--- config.mk ---
export PLATFORM = sky130hd
export DESIGN_NAME = smb_cfg_slave
export DESIGN_NICKNAME = d
export VERILOG_FILES = /design/src/rtl/smb_cfg_slave.sv
export SDC_FILE = /design/constraint.sdc
export NUM_CORES = 1
export LEC_CHECK = 0
export CORE_ASPECT_RATIO = 0.8
export CORE_MARGIN = 2
export CORE_UTILIZATION = 45
export DETAILED_ROUTE_END_ITERATION = 6
export DONT_BUFFER_PORTS = 1
export PLACE_DENSITY = 0.7
export SYNTH_ARGS = -nofsm -noshare
export SYNTH_HDL_FRONTEND = slang
export SYNTH_SLANG_ARGS = --single-unit
--- constraint.sdc ---
create_clock -name clk -period 4.9 [get_ports clk]
set_input_delay 1.225 -clock clk [delete_from_list [all_inputs] [get_ports clk]]
set_output_delay 1.225 -clock clk [all_outputs]
set_load 0.01 [all_outputs]
--- src/rtl/smb_cfg_slave.sv ---
module smb_cfg_slave #(
  parameter logic [6:0] SLV_ADDR = 7'h69,
  parameter int         NREG     = 17,
  parameter logic [7:0] DEV_ID   = 8'h21,
  parameter logic [7:0] REV_ID   = 8'h0C,
  parameter logic [7:0] CNT_DEF  = 8'h08,
  parameter logic [7:0] WDT_DEF  = 8'h10
) (
  input  logic            clk,
  input  logic            rst_n,
  input  logic            scl_i,
  input  logic            sda_i,
  output logic            sda_oe,
  output logic [NREG*8-1:0] cfg_o
);
  localparam int AW   = $clog2(NREG);
  localparam int IDXW = AW + 1;
  localparam logic [IDXW-1:0] LAST    = IDXW'(NREG - 1);
  localparam logic [IDXW-1:0] IX_DEV  = IDXW'(6);
  localparam logic [IDXW-1:0] IX_REV  = IDXW'(7);
  localparam logic [IDXW-1:0] IX_CNT  = IDXW'(8);
  localparam logic [IDXW-1:0] IX_A1   = IDXW'(11);
  localparam logic [IDXW-1:0] IX_A2   = IDXW'(12);
  localparam logic [IDXW-1:0] IX_B1   = IDXW'(13);
  localparam logic [IDXW-1:0] IX_B2   = IDXW'(14);

  typedef enum logic [2:0] {S_IDLE, S_ADDR, S_AACK, S_WRX, S_WACK, S_RTX, S_RACK} st_t;

  st_t             st;
  logic            scl_m, scl_s, scl_q, sda_m, sda_s, sda_q;
  logic [7:0]      sh, txsh, stage_a, stage_b, rd_b;
  logic [3:0]      bitcnt;
  logic [1:0]      hdr;
  logic [IDXW-1:0] widx, ridx;
  logic            rw, nack;
  logic [7:0]      regs [NREG];

  function automatic logic [7:0] def_val(input int i);
    case (i)
      1, 2, 3: def_val = 8'hFF;
      4:       def_val = WDT_DEF;
      6:       def_val = DEV_ID;
      7:       def_val = REV_ID;
      8:       def_val = CNT_DEF;
      default: def_val = 8'h00;
    endcase
  endfunction

  wire rise_c  = scl_s & ~scl_q;
  wire fall_c  = ~scl_s & scl_q;
  wire start_c = scl_s & scl_q & sda_q & ~sda_s;
  wire stop_c  = scl_s & scl_q & ~sda_q & sda_s;

  assign sda_oe = (st == S_AACK) | (st == S_WACK) | ((st == S_RTX) & ~txsh[7]);

  always_comb begin
    if (ridx > LAST || 8'(ridx) > regs[AW'(IX_CNT)]) rd_b = 8'hFF;
    else rd_b = regs[ridx[AW-1:0]];
  end

  for (genvar g = 0; g < NREG; g++) begin : g_out
    assign cfg_o[g*8 +: 8] = regs[g];
  end

  always_ff @(posedge clk or negedge rst_n) begin
    if (!rst_n) begin
      {scl_m, scl_s, scl_q, sda_m, sda_s, sda_q} <= '1;
      st <= S_IDLE;
      sh <= '0;  txsh <= '1;  stage_a <= '0;  stage_b <= '0;
      bitcnt <= '0;  hdr <= '0;  widx <= '0;  ridx <= '0;
      rw <= 1'b0;  nack <= 1'b1;
      for (int i = 0; i < NREG; i++) regs[i] <= def_val(i);
    end else begin
      scl_m <= scl_i;  scl_s <= scl_m;  scl_q <= scl_s;
      sda_m <= sda_i;  sda_s <= sda_m;  sda_q <= sda_s;
      if (start_c) begin
        st <= S_ADDR;  bitcnt <= '0;  hdr <= '0;  widx <= '0;
      end else if (stop_c) begin
        st <= S_IDLE;
      end else if (rise_c) begin
        case (st)
          S_ADDR, S_WRX: if (bitcnt != 4'd8) begin
            sh <= {sh[6:0], sda_s};
            bitcnt <= bitcnt + 4'd1;
          end
          S_RTX:  if (bitcnt != 4'd8) bitcnt <= bitcnt + 4'd1;
          S_RACK: nack <= sda_s;
          default: ;
        endcase
      end else if (fall_c) begin
        case (st)
          S_ADDR: if (bitcnt == 4'd8) begin
            if (sh[7:1] == SLV_ADDR) begin
              st <= S_AACK;  rw <= sh[0];
            end else st <= S_IDLE;
          end
          S_AACK: begin
            bitcnt <= '0;
            if (rw) begin
              st <= S_RTX;  txsh <= regs[AW'(IX_CNT)];  ridx <= '0;
            end else st <= S_WRX;
          end
          S_WRX: if (bitcnt == 4'd8) begin
            st <= S_WACK;
            if (hdr != 2'd2) hdr <= hdr + 2'd1;
            else begin
              if (widx != '1) widx <= widx + 1'b1;
              if (widx <= LAST) begin
                case (widx)
                  IX_DEV, IX_REV: ;
                  IX_CNT: if (sh != 8'h00) regs[AW'(IX_CNT)] <= sh;
                  IX_A1:  stage_a <= sh;
                  IX_A2:  begin regs[AW'(IX_A1)] <= stage_a; regs[AW'(IX_A2)] <= sh; end
                  IX_B1:  stage_b <= sh;
                  IX_B2:  begin regs[AW'(IX_B1)] <= stage_b; regs[AW'(IX_B2)] <= sh; end
                  default: regs[widx[AW-1:0]] <= sh;
                endcase
              end
            end
          end
          S_WACK: begin st <= S_WRX;  bitcnt <= '0; end
          S_RTX: begin
            if (bitcnt == 4'd8) st <= S_RACK;
            else txsh <= {txsh[6:0], 1'b1};
          end
          S_RACK: begin
            if (nack) st <= S_IDLE;
            else begin
              st <= S_RTX;  bitcnt <= '0;  txsh <= rd_b;
              if (ridx != '1) ridx <= ridx + 1'b1;
            end
          end
          default: ;
        endcase
      end
    end
  end

  AST_DRIVE_AFTER_FALL: assert property (@(posedge clk) disable iff (!rst_n) $rose(sda_oe) |-> $past(fall_c));
  AST_QUIET_AFTER_STOP: assert property (@(posedge clk) disable iff (!rst_n) $past(stop_c) |-> !sda_oe);
  AST_COUNT_NONZERO: assert property (@(posedge clk) disable iff (!rst_n) regs[AW'(IX_CNT)] != 8'h00);
  AST_PAIR_A_ATOMIC: assert property (@(posedge clk) disable iff (!rst_n)
    !$stable(regs[AW'(IX_A1)]) |-> $past(fall_c && st == S_WRX && hdr == 2'd2 && widx == IX_A2));
  AST_PAIR_B_ATOMIC: assert property (@(posedge clk) disable iff (!rst_n)
    !$stable(regs[AW'(IX_B1)]) |-> $past(fall_c && st == S_WRX && hdr == 2'd2 && widx == IX_B2));
  AST_CFG_ONLY_ON_WRITE: assert property (@(posedge clk) disable iff (!rst_n) !$stable(cfg_o) |-> $past(st == S_WRX));
  AST_NACK_RELEASES: assert property (@(posedge clk) disable iff (!rst_n)
    (st == S_RACK && fall_c && nack) |=> (st == S_IDLE && !sda_oe));
endmodule

# Word-level counts from Yosys, hierarchy flattened
# Cells that the tools add are included.
[classes]
reduce_logical = 36
eq_ne = 34
n_lt_le_gt_ge = 6
addsub = 4
bitwise = 25
mux = 53
[ops]
columns = ["op", "n"]
rows = [
  ["$bwmux 136", 1],
  ["$mux 6", 11],
  ["$mux 8", 8],
  ["$pmux 16 s2", 2],
  ["$reduce_and 9->1", 5],
  ["$bmux 8 s5", 1],
  ["$demux 8 s5", 1],
  ["$eq 6x4->1 const B", 5],
  ["$mux 4", 7],
  ["$mux 3", 9],
  ["$pmux 8 s3", 1],
  ["$pmux 3 s6", 1],
  ["$reduce_and 6->1", 3],
  ["$reduce_or 6->1", 3],
  ["$mux 2", 8],
  ["$ne 2x2->1 const B", 8],
  ["$ne 4x4->1 const B", 4],
  ["$pmux 8 s2", 1],
  ["$reduce_and 8->1", 2],
  ["$reduce_bool 8->1", 2],
  ["$reduce_and 7->1", 2],
  ["$not 1->1", 13],
  ["$add 6x1->6 const B", 2],
  ["$eq 6x3->1 const B", 2],
  ["33 further kinds", 56],
]
[word_totals]
in_bits = 4
output_inout_bits = 137
reg_bits = 197

# Logic depth before layout (Yosys ltp)
# Gate-level depths: netlist of the first run.
[logic_depth]
word_depth = 9
mapped_depth = 11

# Worst setup path after synthesis of the first run
# OpenSTA, ideal clock, no wires.
[synth_path]
path_kind = "flip-flop to output port"
start = "reg st[0]"
end = "out sda_oe"
n_path_buf = 3
slack_ps = 2114
t_required_ps = 3675
stages_incl_launch_ff = 6
arrival_time_ps = 1561
cell_sequence = "dfrtp_1 clkbuf_1 clkbuf_1 clkbuf_1 a21oi_1 mux2_2"
[synth_via]
elab_chain_len = 3
[synth_rtl]
columns = ["element", "line_no", "source"]
rows = [
  ["from (decl)", "29", "st_t st;"],
  ["from (signal assigned)", "68", "st <= S_IDLE;"],
  ["from (signal assigned)", "77", "st <= S_ADDR; bitcnt <= '0; hdr <= '0; widx <= '0;"],
  ["from (signal assigned)", "79", "st <= S_IDLE;"],
  ["$eq 3x2->1 or $eq 3x3->1 (tied branches)", "54", "assign sda_oe = (st == S_AACK) | (st == S_WACK) | ((st == S_RTX) & ~txsh[7]);"],
  ["$or 1x1->1 or $and 1x1->1 (tied branches)", "54", ""],
  ["$or 1x1->1 *", "54", ""],
  ["to (decl)", "13", "output logic sda_oe,"],
]
# Mark *: on every way between the ends. The rest lies on a longest branch, timed or not.

# Worst setup path in the final report of the first run
[layout_path]
start = "reg st[0]"
end = "reg regs, in the netlist cfg_o[66]"
[layout_via]
elab_chain_len = 2
[layout_rtl]
columns = ["element", "line_no", "source"]
rows = [
  ["$eq 3x2->1", "91", "case (st)"],
  ["$reduce_and 10->1 (no line)", "n/a", ""],
  ["to (signal, indexed assignment)", "111", "IX_CNT: if (sh != 8'h00) regs[AW'(IX_CNT)] <= sh;"],
  ["to (signal, indexed assignment)", "113", "IX_A2: begin regs[AW'(IX_A1)] <= stage_a; regs[AW'(IX_A2)] <= sh; end"],
  ["to (signal, indexed assignment)", "115", "IX_B2: begin regs[AW'(IX_B1)] <= stage_b; regs[AW'(IX_B2)] <= sh; end"],
  ["to (decl)", "36", "logic [7:0] regs [NREG];"],
]
# Every way passes these cells.
# A chain may end at the register's enable or synchronous reset.

==> report_table.html, run 1 <==
<table>
<tr><th>Metric</th><th>Value</th></tr>
<tr><th colspan="2">Status</th></tr>
<tr><td>Outcome</td><td>complete, no violations</td></tr>
<tr><th colspan="2">Route</th></tr>
<tr><td>Count of vias placed by the detailed router</td><td>7,001</td></tr>
<tr><td>Detailed Routing Iterations Pass 1</td><td>5</td></tr>
<tr><td>Violation count after the first detailed-routing iteration</td><td>623</td></tr>
<tr><td>DR WL/cell</td><td>25.0 µm</td></tr>
<tr><td>Total length of routed wires</td><td>28.1 mm</td></tr>
<tr><td>Post-route antenna net violation count</td><td>0</td></tr>
<tr><td>Via density per instance</td><td>6.23</td></tr>
<tr><td>Remaining DRCs</td><td>0</td></tr>
<tr><th colspan="2">Synthesis</th></tr>
<tr><td>Synth Area in XOR/XNOR</td><td>0.000856</td></tr>
<tr><td>Biggest area consumer among synthesized cells</td><td>dfrtp_1</td></tr>
<tr><td>Post-synthesis mux area share</td><td>0.242</td></tr>
<tr><td>Flops &amp; latches, synth</td><td>197</td></tr>
<tr><td>Post-Synthesis Net Count</td><td>879</td></tr>
<tr><td>Proportion of register bits with asynchronous set or reset after synthesis</td><td>1.00</td></tr>
<tr><td>Register area share after synthesis</td><td>0.487</td></tr>
<tr><td>Number of library cell types mapped by synthesis</td><td>75</td></tr>
<tr><td>Most used flip-flop cell after synthesis</td><td>dfrtp_1</td></tr>
<tr><td>Number of flops mapped to enable cells by yosys</td><td>0</td></tr>
<tr><td>Post-Synthesis Mean Instance Area</td><td>11.9 µm²</td></tr>
<tr><td>Most numerous cell in the Yosys netlist</td><td>dfrtp_1</td></tr>
<tr><td>Post-Synth Simple-Gate Area</td><td>0.120</td></tr>
<tr><td>Top post-synthesis cells by count</td><td>dfrtp_1 (152), mux2_2 (118), clkbuf_1 (59), nand2_1 (59), mux2i_1 (56)</td></tr>
<tr><td>Dominant combinational cell family by area after synthesis</td><td>multiplexers</td></tr>
<tr><td>Synthesized-area fraction occupied by adder cells</td><td>0.0220</td></tr>
<tr><td>Mapped Cells</td><td>857</td></tr>
<tr><td>Compound-cell area share of the yosys netlist</td><td>0.0851</td></tr>
<tr><td>Area of the mapped netlist</td><td>10,200 µm²</td></tr>
<tr><td>Synth area leaders</td><td>dfrtp_1 (37%), mux2_2 (13%), dfstp_2 (12%)</td></tr>
<tr><td>Yosys warning total</td><td>0</td></tr>
<tr><td>Share of the synthesized area in the top cell type</td><td>0.372</td></tr>
<tr><th colspan="2">Global route</th></tr>
<tr><td>Total congestion overflow after global routing</td><td>0</td></tr>
<tr><td>Vias in the first global route</td><td>6,739</td></tr>
<tr><td>Global router's overall resource usage</td><td>0.236</td></tr>
<tr><td>Antenna violations before repair</td><td>0</td></tr>
<tr><td>Maximum number of pins on one net before global-route repair</td><td>198</td></tr>
<tr><td>Wire length of the first global-routing pass</td><td>43.1 mm</td></tr>
<tr><th colspan="2">Timing</th></tr>
<tr><td>Number of max-slew violations in the final report</td><td>0</td></tr>
<tr><td>Final worst slack</td><td>1.44 ns</td></tr>
<tr><td>Maximum clock frequency</td><td>289 MHz</td></tr>
<tr><td>Max transition margin</td><td>0.286</td></tr>
<tr><td>Worst clock skew</td><td>0.0100 ns</td></tr>
<tr><td>Period utilization</td><td>0.706</td></tr>
<tr><td>Final Setup Violations</td><td>0</td></tr>
<tr><td>Unrepaired setup endpoints after global routing</td><td>false</td></tr>
<tr><td>Min Tclk post-route</td><td>3.46 ns</td></tr>
<tr><td>Slew at the pin closest to its max-slew limit</td><td>1.07 ns</td></tr>
<tr><td>Final-layout setup total negative slack</td><td>0 ns</td></tr>
<tr><td>Fin. Hold Viols</td><td>0</td></tr>
<tr><td>Final-layout worst hold slack</td><td>0.361 ns</td></tr>
<tr><th colspan="2">Floorplan</th></tr>
<tr><td>Area of the die</td><td>24,000 µm²</td></tr>
<tr><td>Core region area</td><td>22,400 µm²</td></tr>
<tr><td>Initial Utilization</td><td>0.457</td></tr>
<tr><td>DIE HEIGHT</td><td>139 µm</td></tr>
<tr><td>Top Ports</td><td>141</td></tr>
<tr><td>Row count</td><td>49</td></tr>
<tr><td>Horizontal extent of the die</td><td>173 µm</td></tr>
<tr><th colspan="2">Clock network</th></tr>
<tr><td>Level count of the clock H-tree</td><td>4</td></tr>
<tr><td>Number of hold-repair buffers added at the cts stage</td><td>0</td></tr>
<tr><td>CTS-repair resized insts</td><td>0</td></tr>
<tr><td>Clock transition at the registers of the reported paths</td><td>0.08 ns</td></tr>
<tr><td>Maximum buffer depth of the clock tree</td><td>2</td></tr>
<tr><td>CTS Sinks</td><td>197</td></tr>
<tr><td>Number of clock buffers inserted by TritonCTS</td><td>17</td></tr>
<tr><td>Master cell of the clock root buffer</td><td>clkbuf_16</td></tr>
<tr><td>Setup bufs post-CTS</td><td>0</td></tr>
<tr><td>Clock tree from TritonCTS</td><td>built</td></tr>
<tr><td>Skew-Pair Late Insertion Delay</td><td>0.45 ns</td></tr>
<tr><th colspan="2">Critical path</th></tr>
<tr><td>Crit end category</td><td>register</td></tr>
<tr><td>Critical Path Max Stage Delay</td><td>0.98 ns</td></tr>
<tr><td>Required time of the worst setup path</td><td>5.23 ns</td></tr>
<tr><td>Setup Crit Path Kind</td><td>reg -&gt; reg</td></tr>
<tr><td>Master of the slowest instance on the critical path</td><td>dfrtp_1</td></tr>
<tr><td>Maximum fanout count along the critical path</td><td>32</td></tr>
<tr><td>Startpoint kind of the worst setup timing path</td><td>register</td></tr>
<tr><td>List of cells traversed by the critical path</td><td>nand3b_1 -&gt; nor4_2 -&gt; o2111ai_2 -&gt; or4_1 -&gt; mux2_4</td></tr>
<tr><td>Arr. time, crit path</td><td>3.79 ns</td></tr>
<tr><th colspan="2">Finish</th></tr>
<tr><td>Fin area</td><td>11,000 µm²</td></tr>
<tr><td>Post-layout util</td><td>0.491</td></tr>
<tr><td>Post-route non-filler standard cell count</td><td>1,124</td></tr>
<tr><td>Count of filler cells inserted in the layout</td><td>1,947</td></tr>
<tr><td>Count of inserted antenna diode cells</td><td>0</td></tr>
<tr><td>Synth-to-Final Area Change</td><td>7.27%</td></tr>
<tr><td>Net count, final</td><td>827</td></tr>
<tr><td>Ratio of cells with drive above 1 in the final layout</td><td>0.312</td></tr>
<tr><th colspan="2">Placed design</th></tr>
<tr><td>Worst slack, placed</td><td>1.54 ns</td></tr>
<tr><td>Dpl cell area</td><td>10,400 µm²</td></tr>
<tr><td>Quantity of I/O buffers inserted on ports</td><td>0</td></tr>
<tr><td>Final HPWL from detailed placement</td><td>19.3 mm</td></tr>
<tr><td>Placer congestion estimate</td><td>0.885</td></tr>
<tr><td>Cell total after placement</td><td>1,092</td></tr>
<tr><th colspan="2">Power and ir drop</th></tr>
<tr><td>Worst supply voltage drop on vdd</td><td>279 µV</td></tr>
<tr><td>Leakage power figure</td><td>4.71 nW</td></tr>
<tr><td>Total power after layout</td><td>3.34 mW</td></tr>
<tr><td>Power per standard cell area</td><td>304 nW/µm²</td></tr>
<tr><th colspan="2">Min path</th></tr>
<tr><td>Hold/Removal Path Class</td><td>reg -&gt; reg</td></tr>
<tr><th colspan="2">Job</th></tr>
<tr><td>Maxcap violations</td><td>0</td></tr>
</table>
-- logic make-up after synthesis --
family,count (synthesis)
AO/OA/AOI/OAI,122
XOR/XNOR,1
adder cells (fa/ha/maj),18
buffers and inverters,108
flip-flops,197
multiplexers,210
AND/OR/NAND/NOR,201
-- power by group --
part | internal (mW) | switching, mW | total, mW
registers | 1.65 | 0.119 | 1.77
logic | 0.0388 | 0.0456 | 0.0844
clock network | 0.798 | 0.694 | 1.49
total | 2.48 | 0.859 | 3.34
-- final cells by class --
| class | instances | area [µm²] | share of cell area |
|---|---|---|---|
| clock inverters | 13 | 159 | 0.0145 |
| repair buffers | 7 | 52.6 | 0.00479 |
| well taps | 306 | 383 | 0.0349 |
| multi-input cells | 552 | 4830 | 0.440 |
| clock buffers | 19 | 453 | 0.0412 |
| inverters | 30 | 113 | 0.0103 |
| flip-flops and latches | 197 | 4990 | 0.454 |
-- layout by cell type (no fill, tap or decap), drive strengths merged, types with 4 or more instances in the layout --
cell,synthesis,routed
dfrtp,152,152
mux2,143,143
nand2,60,60
mux2i,56,56
dfstp,45,45
inv,30,38
nor2,23,23
a21oi,23,23
and3,21,21
o21ai,21,21
clkbuf,59,19
ha,18,18
nand3,13,13
nor3,12,12
nand4,11,11
mux4,11,11
nor4,10,10
o22ai,9,9
nand2b,8,8
a211oi,8,8
a22oi,8,8
buf,19,7
or3,6,6
a31oi,6,6
o211ai,6,6
nand3b,6,6
a2111oi,6,6
nor2b,5,5
a22o,5,5
a21o,4,4
and4b,4,4
o22a,4,4
o2111ai,4,4
-- metal layers --
metal / vias up / GRT usage / share of wire
li1: 3029 / - / -
met2: 330 / 0.327 / 0.42
met1: 3598 / 0.334 / 0.44
met4: 0 / 0.0850 / 0.028
met3: 44 / 0.0935 / 0.11
met5: - / 0 / 0
-- critical path, delay by kind of cell (launching register included) --
| family | cells | cell delay (ns) |
|---|---|---|
| AND/OR/NAND/NOR | 3 | 1.67 |
| multiplexers | 1 | 0.40 |
| AO/OA/AOI/OAI | 1 | 0.29 |
| flip-flops | 1 | 0.98 |
-- sequential cells by signal, indices dropped and copies added, names as in the netlist, 2 cells and up --
| register | flops |
|---|---|
| cfg_o | 136 |
| sh | 8 |
| stage_a | 8 |
| stage_b | 8 |
| txsh | 8 |
| ridx | 6 |
| widx | 6 |
| bitcnt | 4 |
| st | 3 |
| hdr | 2 |
-- worst paths after layout --
path / start / endpoint / slack (ns) / depth (start not counted)
min in group asynchronous: rst_n / cfg_o[56]$_DFFE_PN0P_ / 0.48 / 0
max in group asynchronous: rst_n / cfg_o[23]$_DFFE_PN1P_ / 4.00 / 0
min: scl_m$_DFF_PN1_ / scl_s$_DFF_PN1_ / 0.36 / 0
max reg2reg: st[0]$_DFFE_PN0P_ / cfg_o[66]$_DFFE_PN0P_ / 1.44 / 5
max: st[0]$_DFFE_PN0P_ / cfg_o[66]$_DFFE_PN0P_ / 1.44 / 5
min reg2reg: scl_m$_DFF_PN1_ / scl_s$_DFF_PN1_ / 0.36 / 0
(Power assumes the default switching activity.)
==> inputs of run 2 (changes only) <==
--- a/config.mk
+++ b/config.mk
@@ -10,7 +10,7 @@
 export CORE_UTILIZATION = 45
 export DETAILED_ROUTE_END_ITERATION = 6
 export DONT_BUFFER_PORTS = 1
-export PLACE_DENSITY = 0.7
+export PLACE_DENSITY = 0.72
 export SYNTH_ARGS = -nofsm -noshare
 export SYNTH_HDL_FRONTEND = slang
 export SYNTH_SLANG_ARGS = --single-unit
==> constraint.sdc (replaced) <==
create_clock -name clk -period 2.8 [get_ports clk]
set_input_delay 0.7 -clock clk [delete_from_list [all_inputs] [get_ports clk]]
set_output_delay 0.7 -clock clk [all_outputs]
set_load 0.01 [all_outputs]
==> run 2 against run 1 <==
Against the previous run: the flow now finishes with violations (negative hold slack); routed wire length up 1.4%; critical path depth grew 3; largest cell class unchanged; non-clock buffer count increased by 55; final area grew 4.1%; via count up 2.5%; critical path type unchanged; clock power is 69% higher.
==> report_table.html, run 2 (same netlist as run 1, synthesis figures left out) <==
<table>
<tr><th>Metric</th><th>Value</th></tr>
<tr><th colspan="2">Critical path</th></tr>
<tr><td>List of cells traversed by the critical path</td><td>inv_1 -&gt; ha_2 -&gt; or3b_4 -&gt; a21oi_4 -&gt; o2111ai_4 -&gt; nor4_4 -&gt; buf_4 -&gt; mux2_2</td></tr>
<tr><td>Worst path buffer plus inverter count</td><td>2 (+2)</td></tr>
<tr><td>Worst reg2reg setup slack</td><td>0.08 ns (-1.36 ns)</td></tr>
<tr><td>Critical Path Max Stage Delay</td><td>0.45 ns (-0.53 ns)</td></tr>
<tr><td>Largest delay share family, worst path</td><td>simple AND/OR/NAND/NOR gates</td></tr>
<tr><td>Number of cells on the critical path</td><td>8 (+3)</td></tr>
<tr><td>Startpoint kind of the worst setup timing path</td><td>register</td></tr>
<tr><td>Crit end category</td><td>register</td></tr>
<tr><td>Maximum fanout count along the critical path</td><td>6 (-81%)</td></tr>
<tr><td>Arr. time, crit path</td><td>3.09 ns (-0.70 ns)</td></tr>
<tr><td>Master of the slowest instance on the critical path</td><td>dfrtp_1</td></tr>
<tr><td>Setup Crit Path Kind</td><td>reg -&gt; reg</td></tr>
<tr><td>Required time of the worst setup path</td><td>3.17 ns (-2.06 ns)</td></tr>
<tr><td>Logic depth of the worst register-to-register path</td><td>8 (+3)</td></tr>
<tr><th colspan="2">Floorplan</th></tr>
<tr><td>Initial Utilization</td><td>0.457 (unchanged)</td></tr>
<tr><td>Top Ports</td><td>141 (unchanged)</td></tr>
<tr><td>Horizontal extent of the die</td><td>173 µm (unchanged)</td></tr>
<tr><td>Core region area</td><td>22,400 µm² (unchanged)</td></tr>
<tr><td>DIE HEIGHT</td><td>139 µm (unchanged)</td></tr>
<tr><td>Row count</td><td>49 (unchanged)</td></tr>
<tr><td>Area of the die</td><td>24,000 µm² (unchanged)</td></tr>
<tr><th colspan="2">Power and ir drop</th></tr>
<tr><td>Leakage power figure</td><td>5.01 nW (+6.3%)</td></tr>
<tr><td>Power per standard cell area</td><td>508 nW/µm² (+67%)</td></tr>
<tr><td>Worst supply voltage drop on vdd</td><td>470 µV (+68%)</td></tr>
<tr><th colspan="2">Timing</th></tr>
<tr><td>Final-layout setup total negative slack</td><td>0 ns (unchanged)</td></tr>
<tr><td>Maximum clock frequency</td><td>367 MHz (+27%)</td></tr>
<tr><td>Worst clock skew</td><td>0.00973 ns (-0.000270 ns)</td></tr>
<tr><td>Period utilization</td><td>0.972 (+0.267)</td></tr>
<tr><td>Max transition margin</td><td>0.504 (+0.218)</td></tr>
<tr><td>Min Tclk post-route</td><td>2.72 ns (-0.736 ns)</td></tr>
<tr><td>Fin. Hold Viols</td><td>19 (+19)</td></tr>
<tr><td>Number of max-slew violations in the final report</td><td>0 (unchanged)</td></tr>
<tr><td>Unrepaired setup endpoints after global routing</td><td>false</td></tr>
<tr><td>Slew at the pin closest to its max-slew limit</td><td>0.744 ns (-0.327 ns)</td></tr>
<tr><td>Final Setup Violations</td><td>0 (unchanged)</td></tr>
<tr><td>Final-layout worst hold slack</td><td>-0.0370 ns (-0.398 ns)</td></tr>
<tr><th colspan="2">Clock network</th></tr>
<tr><td>Clock tree from TritonCTS</td><td>built</td></tr>
<tr><td>Maximum buffer depth of the clock tree</td><td>2 (unchanged)</td></tr>
<tr><td>Clock transition at the registers of the reported paths</td><td>0.08 ns (about the same)</td></tr>
<tr><td>Master cell of the clock root buffer</td><td>clkbuf_16</td></tr>
<tr><td>Level count of the clock H-tree</td><td>4 (unchanged)</td></tr>
<tr><td>Skew-Pair Late Insertion Delay</td><td>0.44 ns (about the same)</td></tr>
<tr><td>CTS Sinks</td><td>197 (unchanged)</td></tr>
<tr><td>Number of clock buffers inserted by TritonCTS</td><td>17 (unchanged)</td></tr>
<tr><th colspan="2">Global route</th></tr>
<tr><td>Wire length of the first global-routing pass</td><td>44.5 mm (+3.1%)</td></tr>
<tr><td>Maximum number of pins on one net before global-route repair</td><td>198 (unchanged)</td></tr>
<tr><td>Antenna violations before repair</td><td>0 (unchanged)</td></tr>
<tr><td>Global router's overall resource usage</td><td>0.241 (+0.00494)</td></tr>
<tr><td>Total congestion overflow after global routing</td><td>0 (unchanged)</td></tr>
<tr><td>Vias in the first global route</td><td>7,108 (+5.5%)</td></tr>
<tr><th colspan="2">Finish</th></tr>
<tr><td>Synth-to-Final Area Change</td><td>11.7%</td></tr>
<tr><td>Ratio of cells with drive above 1 in the final layout</td><td>0.360 (+0.0479)</td></tr>
<tr><td>Highest-count cells in the layout ignoring fill and taps</td><td>dfrtp_1 (151), mux2_2 (118), buf_4 (60)</td></tr>
<tr><td>Largest register FFs</td><td>136 (unchanged)</td></tr>
<tr><td>Commonest non-fill, non-tap cell in the layout</td><td>dfrtp_1</td></tr>
<tr><td>Count of filler cells inserted in the layout</td><td>1,928 (-0.98%)</td></tr>
<tr><td>Count of inserted antenna diode cells</td><td>0 (unchanged)</td></tr>
<tr><td>Net count, final</td><td>882 (+6.7%)</td></tr>
<tr><th colspan="2">Route</th></tr>
<tr><td>Count of vias placed by the detailed router</td><td>7,176 (+2.5%)</td></tr>
<tr><td>Detailed Routing Iterations Pass 1</td><td>7 (+2)</td></tr>
<tr><td>Post-route antenna net violation count</td><td>0 (unchanged)</td></tr>
<tr><td>DR WL/cell</td><td>24.2 µm (-3.3%)</td></tr>
<tr><td>Remaining DRCs</td><td>0 (unchanged)</td></tr>
<tr><td>Via density per instance</td><td>6.09 (-2.3%)</td></tr>
<tr><td>Violation count after the first detailed-routing iteration</td><td>648 (+4.0%)</td></tr>
<tr><td>Total length of routed wires</td><td>28.5 mm (+1.4%)</td></tr>
<tr><th colspan="2">Status</th></tr>
<tr><td>Outcome</td><td>complete, but fails checks</td></tr>
<tr><td>Failing checks</td><td>negative hold slack</td></tr>
<tr><th colspan="2">Job</th></tr>
<tr><td>Maxcap violations</td><td>0 (unchanged)</td></tr>
<tr><th colspan="2">Min path</th></tr>
<tr><td>Hold/Removal Path Class</td><td>in -&gt; async</td></tr>
<tr><th colspan="2">Placed design</th></tr>
<tr><td>Final HPWL from detailed placement</td><td>20.2 mm (+4.4%)</td></tr>
<tr><td>Quantity of I/O buffers inserted on ports</td><td>0 (unchanged)</td></tr>
<tr><td>Placer congestion estimate</td><td>0.930 (+5.1%)</td></tr>
</table>
[run 2: cell count changes in the layout (fill, tap and decap cells not counted), sizes merged]
cell / before / now
buf: 7 / 62
bufinv: 2 / 1
clkbuf: 19 / 18
clkinv: 1 / 4
inv: 38 / 37
[run 2: layout make-up]
class | instances | area [µm²] | area share
clock inverters | 14 | 163 | 0.0142
multi-input cells | 552 | 4860 | 0.425
repair buffers | 62 | 490 | 0.0429
clock buffers | 18 | 439 | 0.0384
flip-flops and latches | 197 | 4990 | 0.436
well taps | 306 | 383 | 0.0335
inverters | 30 | 113 | 0.00985
[run 2: where the power goes]
group | switching, mW | internal (mW) | total [mW]
combinational | 0.225 | 0.0989 | 0.324
sequential | 0.0794 | 2.89 | 2.97
clock | 1.22 | 1.30 | 2.52
[run 2: final timing paths]
kind / from / endpoint
min reg2reg: sda_m$_DFF_PN1_ / sda_s$_DFF_PN1_
min in group clk: scl_i / scl_m$_DFF_PN1_
max reg2reg: widx[1]$_DFFE_PN0P_ / cfg_o[12]$_DFFE_PN1P_
max: widx[1]$_DFFE_PN0P_ / cfg_o[12]$_DFFE_PN1P_
max in group asynchronous: rst_n / cfg_o[12]$_DFFE_PN1P_
min: rst_n / cfg_o[56]$_DFFE_PN0P_
[run 2: repair_timing]
item	in CTS	in global routing
buffers inserted	0	1
gates resized for setup	0	6
endpoints found under the hold margin	152	148
setup endpoints to repair	0	51
[run 2: per-layer routing]
layer,part of all wire,GRT usage
met1,0.44,0.344
met2,0.46,0.364
met3,0.089,0.0776
met4,0.010,0.0450
met5,0,0
[run 2: metrics by stage]
| stage | area [µm²] | worst slack (ns) | power, mW | instances | util |
|---|---|---|---|---|---|
| final | 11400 | 0.0774 | 5.81 | 1179 | 0.511 |
| after global routing | 11400 | 0.000513 | 6.00 | 1179 | 0.511 |
| after CTS | 11400 | 0.0271 | 5.83 | 1178 | 0.509 |
| after detailed placement | 10800 | 0.0365 | 3.33 | 1146 | 0.482 |
| after global placement | 10800 | 0.102 | 3.32 | 1146 | 0.482 |
| after floorplan | 10200 | 0.123 | 3.18 | 857 | - |
